### src/rtl/idxrmw_pkg.sv
package idxrmw_pkg;

  typedef enum logic [2:0] {
    SQ_IDLE    = 3'd0,
    SQ_PRE     = 3'd1,
    SQ_DATA    = 3'd2,
    SQ_RMW_RD  = 3'd3,
    SQ_RMW_MID = 3'd4,
    SQ_RMW_WR  = 3'd5
  } sq_state_e;

  typedef enum logic [1:0] {
    MF_INC = 2'd0,
    MF_DEC = 2'd1,
    MF_SHL = 2'd2,
    MF_SHR = 2'd3
  } mod_fn_e;

  localparam logic OP_IDX_READ = 1'b0;
  localparam logic OP_RMW      = 1'b1;

endpackage

### src/rtl/idxrmw_addr_gen.sv
module idxrmw_addr_gen #(
  parameter int AW = 16,
  parameter int PW = 8
) (
  input  logic [AW-1:0] base,
  input  logic [PW-1:0] idx,
  input  logic [AW-1:0] opaddr,
  input  logic          legacy,
  output logic [AW-1:0] ea,
  output logic [AW-1:0] uncarried,
  output logic          page_cross,
  output logic          base_aligned,
  output logic          need_pre,
  output logic [AW-1:0] pre_addr
);

  localparam int HW = AW - PW;

  function automatic logic [PW:0] f_low_sum(input logic [PW-1:0] b, input logic [PW-1:0] i);
    return {1'b0, b} + {1'b0, i};
  endfunction

  function automatic logic [AW-1:0] f_full_sum(input logic [AW-1:0] b, input logic [PW-1:0] i);
    return b + {{HW{1'b0}}, i};
  endfunction

  logic [PW:0] low_sum;

  always_comb begin
    low_sum      = f_low_sum(base[PW-1:0], idx);
    ea           = f_full_sum(base, idx);
    uncarried    = {base[AW-1:PW], low_sum[PW-1:0]};
    page_cross   = low_sum[PW];
    base_aligned = (base[PW-1:0] == '0);
    if (legacy) begin
      need_pre = page_cross;
      pre_addr = uncarried;
    end else begin
      need_pre = base_aligned | page_cross;
      pre_addr = base_aligned ? base : opaddr;
    end
  end

endmodule

### src/rtl/idxrmw_modify.sv
module idxrmw_modify #(
  parameter int DW = 8
) (
  input  logic [DW-1:0] val,
  input  logic [1:0]    fn,
  output logic [DW-1:0] res
);
  import idxrmw_pkg::*;

  function automatic logic [DW-1:0] f_modify(input logic [DW-1:0] v, input logic [1:0] f);
    case (mod_fn_e'(f))
      MF_INC:  return v + 1'b1;
      MF_DEC:  return v - 1'b1;
      MF_SHL:  return {v[DW-2:0], 1'b0};
      default: return {1'b0, v[DW-1:1]};
    endcase
  endfunction

  assign res = f_modify(val, fn);

endmodule

### src/rtl/idxrmw_ctrl.sv
module idxrmw_ctrl (
  input  logic                  clk,
  input  logic                  rst_n,
  input  logic                  start,
  input  logic                  op_in,
  input  logic                  need_pre_in,
  output idxrmw_pkg::sq_state_e state_q,
  output logic                  accept,
  output logic                  done_q
);
  import idxrmw_pkg::*;

  sq_state_e state_d;
  logic      last_cycle;

  always_comb begin
    accept     = (state_q == SQ_IDLE) && start;
    last_cycle = (state_q == SQ_DATA) || (state_q == SQ_RMW_WR);
    state_d    = state_q;
    case (state_q)
      SQ_IDLE: if (start) begin
        if (op_in == OP_RMW) state_d = SQ_RMW_RD;
        else if (need_pre_in) state_d = SQ_PRE;
        else state_d = SQ_DATA;
      end
      SQ_PRE:     state_d = SQ_DATA;
      SQ_DATA:    state_d = SQ_IDLE;
      SQ_RMW_RD:  state_d = SQ_RMW_MID;
      SQ_RMW_MID: state_d = SQ_RMW_WR;
      SQ_RMW_WR:  state_d = SQ_IDLE;
      default:    state_d = SQ_IDLE;
    endcase
  end

  always_ff @(posedge clk) begin
    if (!rst_n) begin
      state_q <= SQ_IDLE;
      done_q  <= 1'b0;
    end else begin
      state_q <= state_d;
      done_q  <= last_cycle;
    end
  end

endmodule

### src/rtl/idxrmw_bus_seq.sv
module idxrmw_bus_seq #(
  parameter int AW = 16,
  parameter int DW = 8
) (
  input  logic          clk,
  input  logic          rst_n,
  input  logic          start,
  input  logic          op_kind,
  input  logic          legacy_mode,
  input  logic [1:0]    mod_fn,
  input  logic [AW-1:0] base_addr,
  input  logic [DW-1:0] index_val,
  input  logic [AW-1:0] opcode_addr,
  input  logic [DW-1:0] bus_rdata,
  output logic          bus_en,
  output logic          bus_we,
  output logic [AW-1:0] bus_addr,
  output logic [DW-1:0] bus_wdata,
  output logic          busy,
  output logic          done,
  output logic [DW-1:0] result
);
  import idxrmw_pkg::*;

  localparam int PW = DW;

  logic [AW-1:0] base_q, opaddr_q;
  logic [PW-1:0] idx_q;
  logic          legacy_q, op_q;
  logic [1:0]    fn_q;
  logic [DW-1:0] hold_q, result_q;

  sq_state_e     state_q;
  logic          accept, done_q, idle;

  logic [AW-1:0] v_base, v_opaddr;
  logic [PW-1:0] v_idx;
  logic          v_legacy;

  logic [AW-1:0] ea_w, uncarried_w, pre_addr_w;
  logic          page_cross_w, base_aligned_w, need_pre_w;
  logic [DW-1:0] mod_w;

  // event wires brought out for the checker
  logic          pre_cycle, final_wr;

  assign idle     = (state_q == SQ_IDLE);
  assign v_base   = idle ? base_addr   : base_q;
  assign v_idx    = idle ? index_val   : idx_q;
  assign v_opaddr = idle ? opcode_addr : opaddr_q;
  assign v_legacy = idle ? legacy_mode : legacy_q;

  idxrmw_addr_gen #(.AW(AW), .PW(PW)) u_agen (
    .base         (v_base),
    .idx          (v_idx),
    .opaddr       (v_opaddr),
    .legacy       (v_legacy),
    .ea           (ea_w),
    .uncarried    (uncarried_w),
    .page_cross   (page_cross_w),
    .base_aligned (base_aligned_w),
    .need_pre     (need_pre_w),
    .pre_addr     (pre_addr_w)
  );

  idxrmw_modify #(.DW(DW)) u_mod (
    .val (hold_q),
    .fn  (fn_q),
    .res (mod_w)
  );

  idxrmw_ctrl u_ctrl (
    .clk         (clk),
    .rst_n       (rst_n),
    .start       (start),
    .op_in       (op_kind),
    .need_pre_in (need_pre_w),
    .state_q     (state_q),
    .accept      (accept),
    .done_q      (done_q)
  );

  always_ff @(posedge clk) begin
    if (!rst_n) begin
      base_q   <= '0;
      idx_q    <= '0;
      opaddr_q <= '0;
      legacy_q <= 1'b0;
      op_q     <= OP_IDX_READ;
      fn_q     <= '0;
    end else if (accept) begin
      base_q   <= base_addr;
      idx_q    <= index_val;
      opaddr_q <= opcode_addr;
      legacy_q <= legacy_mode;
      op_q     <= op_kind;
      fn_q     <= mod_fn;
    end
  end

  always_ff @(posedge clk) begin
    if (!rst_n) begin
      hold_q   <= '0;
      result_q <= '0;
    end else begin
      case (state_q)
        SQ_RMW_RD:  hold_q <= bus_rdata;
        SQ_RMW_MID: if (!legacy_q) hold_q <= bus_rdata;
        SQ_DATA:    result_q <= bus_rdata;
        SQ_RMW_WR:  result_q <= mod_w;
        default: ;
      endcase
    end
  end

  always_comb begin
    bus_en    = 1'b1;
    bus_we    = 1'b0;
    bus_addr  = ea_w;
    bus_wdata = '0;
    case (state_q)
      SQ_PRE:     bus_addr = pre_addr_w;
      SQ_DATA, SQ_RMW_RD: ;
      SQ_RMW_MID: if (legacy_q) begin
        bus_we    = 1'b1;
        bus_wdata = hold_q;
      end
      SQ_RMW_WR: begin
        bus_we    = 1'b1;
        bus_wdata = mod_w;
      end
      default: begin
        bus_en   = 1'b0;
        bus_addr = '0;
      end
    endcase
  end

  assign pre_cycle = (state_q == SQ_PRE);
  assign final_wr  = (state_q == SQ_RMW_WR);
  assign busy      = !idle;
  assign done      = done_q;
  assign result    = result_q;

endmodule

### config.mk
export PLATFORM = sky130hd
export DESIGN_NAME = idxrmw_bus_seq
export DESIGN_NICKNAME = d
export VERILOG_FILES = /design/src/rtl/idxrmw_pkg.sv /design/src/rtl/idxrmw_addr_gen.sv /design/src/rtl/idxrmw_modify.sv /design/src/rtl/idxrmw_ctrl.sv /design/src/rtl/idxrmw_bus_seq.sv
export SDC_FILE = /design/constraint.sdc
export NUM_CORES = 1
export LEC_CHECK = 0
export BUFFER_PORTS_ARGS = -buffer_cell sky130_fd_sc_hd__buf_2
export CAP_MARGIN = 20
export CORE_ASPECT_RATIO = 1.25
export CORE_MARGIN = 5
export CORE_UTILIZATION = 40
export DETAILED_ROUTE_END_ITERATION = 8
export GPL_TIMING_DRIVEN = 0
export SYNTH_ARGS = -nofsm -noshare
export SYNTH_HDL_FRONTEND = slang
export SYNTH_HIERARCHICAL = 1
export SYNTH_SLANG_ARGS = --single-unit
export TNS_END_PERCENT = 10
### constraint.sdc
create_clock -name clk -period 6.7 [get_ports clk]
set_clock_uncertainty 0.05 [all_clocks]
set_input_delay 0.335 -clock clk [delete_from_list [all_inputs] [get_ports clk]]
set_output_delay 0.335 -clock clk [all_outputs]
set_load 0.1 [all_outputs]
Word-level counts from Yosys, hierarchy flattened:

Index checks and enable logic that the tools add are counted.

* add/subtract/negate cells: 4
* equality and inequality tests: 9
* multiplexer cells: 21
* bitwise gates (word level): 1
* reduce and logical (&&, ||, !) cells: 11

Operators by type and width (count)
* 16-bit two-way mux: 4
* 8-bit case mux with 2 select lines: 3
* 16-bit case mux with 2 select lines: 1
* 8-bit two-way mux: 3
* 8-bit case mux with 3 select lines: 1
* 16-bit by 8-bit adder with 16-bit output: 1
* 3-bit case mux with 4 select lines: 1
* 8-bit by 8-bit adder with 9-bit output: 1
* 8-bit by 1-bit adder with 8-bit output, second input constant: 1
* 8-bit logical NOT: 1
* 8-bit by 1-bit subtractor with 8-bit output, second input constant: 1
* 3-bit by 2-bit == test with 1-bit output, second input constant: 2
* 3-bit == test, second input constant: 2
* 3-bit two-way mux: 2
* 5-bit OR reduction: 1
* 1-bit two-way mux: 4
* 2-bit inequality test, second input constant: 2
* 2-bit nonzero test: 2
* 4-bit OR reduction: 1
* 3-bit by 1-bit == test with 1-bit output, second input constant: 1
* 3-bit logical NOT: 1
* 2-bit by 1-bit == test with 1-bit output, second input constant: 1
* 2-bit == test, second input constant: 1
* 2-bit logical NOT: 1
* other kinds (7): 7

* flip-flop bits (word level): 63
* input port bits: 55
* output and inout port bits: 36
* logic and storage cells: 55

Logic depth before layout (Yosys ltp):

* depth after elaboration: 9
* gate-level depth with buffers: 13
* gate-level depth less buffers: 11

Modules after synthesis:

The synthesis kept the hierarchy.

Modules (own cells, without submodules)
* idxrmw_bus_seq: instances 1, cells an instance 340, area an instance 3269.4 µm², sequential area each 1181.1 µm²
* idxrmw_addr_gen: instances 1, cells an instance 105, area an instance 798.3 µm², sequential area each 0.0 µm²
* idxrmw_modify: instances 1, cells an instance 64, area an instance 456.7 µm², sequential area each 0.0 µm²
* idxrmw_ctrl: instances 1, cells an instance 17, area an instance 180.2 µm², sequential area each 80.1 µm²

Worst setup path after synthesis:

OpenSTA, ideal clock, no wires.

* kind: reg2out
* start point: register u_ctrl.state_q[2]
* end point: output bus_addr[6]
* arrival time: 4933 ps
* required time: 6315 ps
* setup slack: 1382 ps
* cell stages (with the launch flop): 13
* buffers on the path: 2
* cells stage by stage: dfxtp_1 -> buf_6 -> nor3_4 -> buf_6 -> mux2_2 -> ha_1 -> fa_1 -> a211o_1 -> a21o_1 -> a21oi_2 -> xnor2_1 -> inv_1 -> o21ai_0

RTL lines
* start, declared: line idxrmw_ctrl.sv:7 `output idxrmw_pkg::sq_state_e state_q,`
* start signal, assigned: line idxrmw_ctrl.sv:40 `state_q <= state_d;`
* 3-bit logical NOT: line idxrmw_bus_seq.sv:47 `assign idle = (state_q == SQ_IDLE);`
* 16-bit two-way mux: line idxrmw_bus_seq.sv:48 `assign v_base = idle ? base_addr : base_q;`
* via v_base[0]: line idxrmw_bus_seq.sv:36 `logic [AW-1:0] v_base, v_opaddr;`
* 16-bit by 8-bit adder with 16-bit output: line idxrmw_addr_gen.sv:24 `return b + {{HW{1'b0}}, i};`
* via ea_w[6]: line idxrmw_bus_seq.sv:40 `logic [AW-1:0] ea_w, uncarried_w, pre_addr_w;`
* 16-bit case mux with 2 select lines: line idxrmw_bus_seq.sv:121 `case (state_q)`
* end, declared: line idxrmw_bus_seq.sv:17 `output logic [AW-1:0] bus_addr,`

The timed path passes the listed nets, and every way through them passes these cells.

Worst setup path after layout:

Ends and elaborated chain as after synthesis.

==> metrics.csv <==
stage,metric,value,unit
cts,insertion_delay,0.33,ns
timing,drv_slew,0,
drt,num_vias,4010,
cts,clockBufferDepth,2,
drt,drt-vias-per-instance,5.347,
setup_path,path_max_fanout,10,
cts,cts_tree,built,
setup_path,required,6.31,ns
synth,syn_inst,510,
place,port_buffers,90,
timing,fin_crit_sh,69.03,%
job,cap_violations,0,
final_layout,multi_input_area,3017,um2
floorplan,ioPinCount,91,
timing,fmax,216.2,MHz
global_route,grt_antenna_before_repair,1,
global_route,grt_pass1_vias,3962,
power,seqPwrFrac,26.9,%
global_route,track_usage,18.35,%
timing,min_period,4.625,ns
drt,wl_per_cell,16.44,um
cts,ctsResizeCount,0,
final_layout,layout.area.seq,1261,um2
global_route,overflow,0,
min_path,hp-class,in -> reg,
drt,drtIter0Drc,123,
timing,worstMarginPinSlew,0.6401,ns
power,sw_frac_of_total,40.96,%
cts,htreeDepth,3,
final_layout,final_cell_mix,"101 x buf_2, 63 x dfxtp_1, 52 x nor2b_1",
drt,drc,0,
final_layout,fillCellCount,1136,
final_layout,syn2layout_area_growth,19.81,%
final_layout,num-nets-final,678,
power,pwr-share-comb,44.1,%
synth,syn_nets,577,
synth,syn-mean-instance-area,8.989,um2
power,p_switching,0.6527,mW
setup_path,crit_type,reg -> out,
floorplan,start_util,40.97,%
floorplan,rows,43,
timing,hold_viol_final,0,
setup_path,end_kind,output port,
final_layout,final_area,5493,um2
final_layout,drive_gt1_share,30.78,%
synth,yosys_warnings,6,
final_layout,final_common_cell,buf_2,
cts,post-cts-setup-buffers,0,
final_layout,final_cell_count_no_fill,750,
global_route,grt_pass1_wl,20.09,mm
synth,synth_area,4584,um2
setup_path,startpoint_type,flop,
place,hpwl,9.519,mm
drt,drt-total-wl,12.33,mm
place,dp.cells,735,
status,status,finished clean,
timing,setup_viol,0,
timing,slew_headroom,57.14,%
floorplan,core,11190,um2
power,internal-power,0.9406,mW
power,powerDensity,290.1,nW/um2
power,pwr-share-clk,29.1,%
timing,tns,0,ns
timing,rsz0062_at_grt,false,
floorplan,die_h,129.7,um
cts,clk_pin_slew,0.06,ns
place,place.gp.congestion,0.9102,
cts,postCtsHoldBufs,0,
floorplan,dieArea,13720,um2
setup_path,cp.arrival,4.24,ns
power,ir_drop,0.0002296,V
drt,firstDrtPassIters,5,
place,place_area,5204,um2
global_route,grt_max_degree,11,
drt,detail-route-antenna-nets,0,
cts,numCtsBuffers,9,
cts,clock-root-buffer,clkbuf_16,
power,p_leak,2.447,nW
cts,numClockSinks,63,
floorplan,die_w,105.8,um
through the flow:
stage	total power [mW]	setup slack, ns	hold WS (ns)	utilization (%)
after floorplan	1.004	1.409	0.3974	-
after global placement	1.130	2.453	0.4081	46.50
after detailed placement	1.137	2.440	0.4135	46.50
after CTS	1.608	2.065	0.2048	49.06
after global routing	1.678	1.841	0.2249	49.06
final	1.593	2.075	0.2147	49.08
per-layer routing:
metal	track usage (%)	share of wire, %
met5	0	0.11
met3	4.057	4.8
met2	32.47	50
met1	22.06	43
met4	6.326	2.2
path summary, 6_finish.rpt:
check                            to  slack (ns)  cells past startpoint         startpoint
hold / removal            hold_q[5]        0.21                      3       bus_rdata[5]
setup reg to reg  u_ctrl/state_q[1]        3.04                     13  u_ctrl/state_q[2]
setup / recovery        bus_addr[6]        2.07                     14  u_ctrl/state_q[2]
hold reg to reg           result[1]        0.42                      2          result[1]
state kept, by name, summed over array words and instances, names as in the netlist:
name,cells
result,8
hold_q,8
fn_q,2
idx_q,8
u_ctrl/done_q,1
base_q,16
u_ctrl/state_q,3
legacy_q,1
opaddr_q,16
power by group through the flow:
stage	Combinational [mW]	Clock, mW	Sequential (mW)
floorplan	0.526	0	0.478
global placement	0.695	0	0.434
detailed placement	0.702	0	0.436
CTS	0.705	0.475	0.428
global route	0.756	0.489	0.433
finish	0.702	0.463	0.428
worst max-delay path: stages (launching register included):
cell,delay [ns]
dfxtp_1,0.39
buf_6,0.18
nor3_4,0.39
buf_6,0.23
mux2_2,0.39
ha_1,0.23
fa_1,0.43
a211o_1,0.37
a21o_1,0.18
a21oi_2,0.14
xnor2_1,0.17
a22o_1,0.18
nand2_1,0.04
o21ai_0,0.10
buf_2,0.48
area by class of cell:
| cell class | instances | share of cell area, % |
|---|---|---|
| multi-input combinational | 392 | 54.92 |
| sequential | 63 | 22.96 |
| timing repair buffer | 90 | 8.200 |
| clock buffer | 10 | 4.351 |
| buffer | 33 | 4.077 |
| tap | 135 | 3.075 |
| inverter | 22 | 1.503 |
| clock inverter | 4 | 0.8656 |
| antenna | 1 | 0.04556 |
No activity file was read; power rests on OpenSTA's default activity.
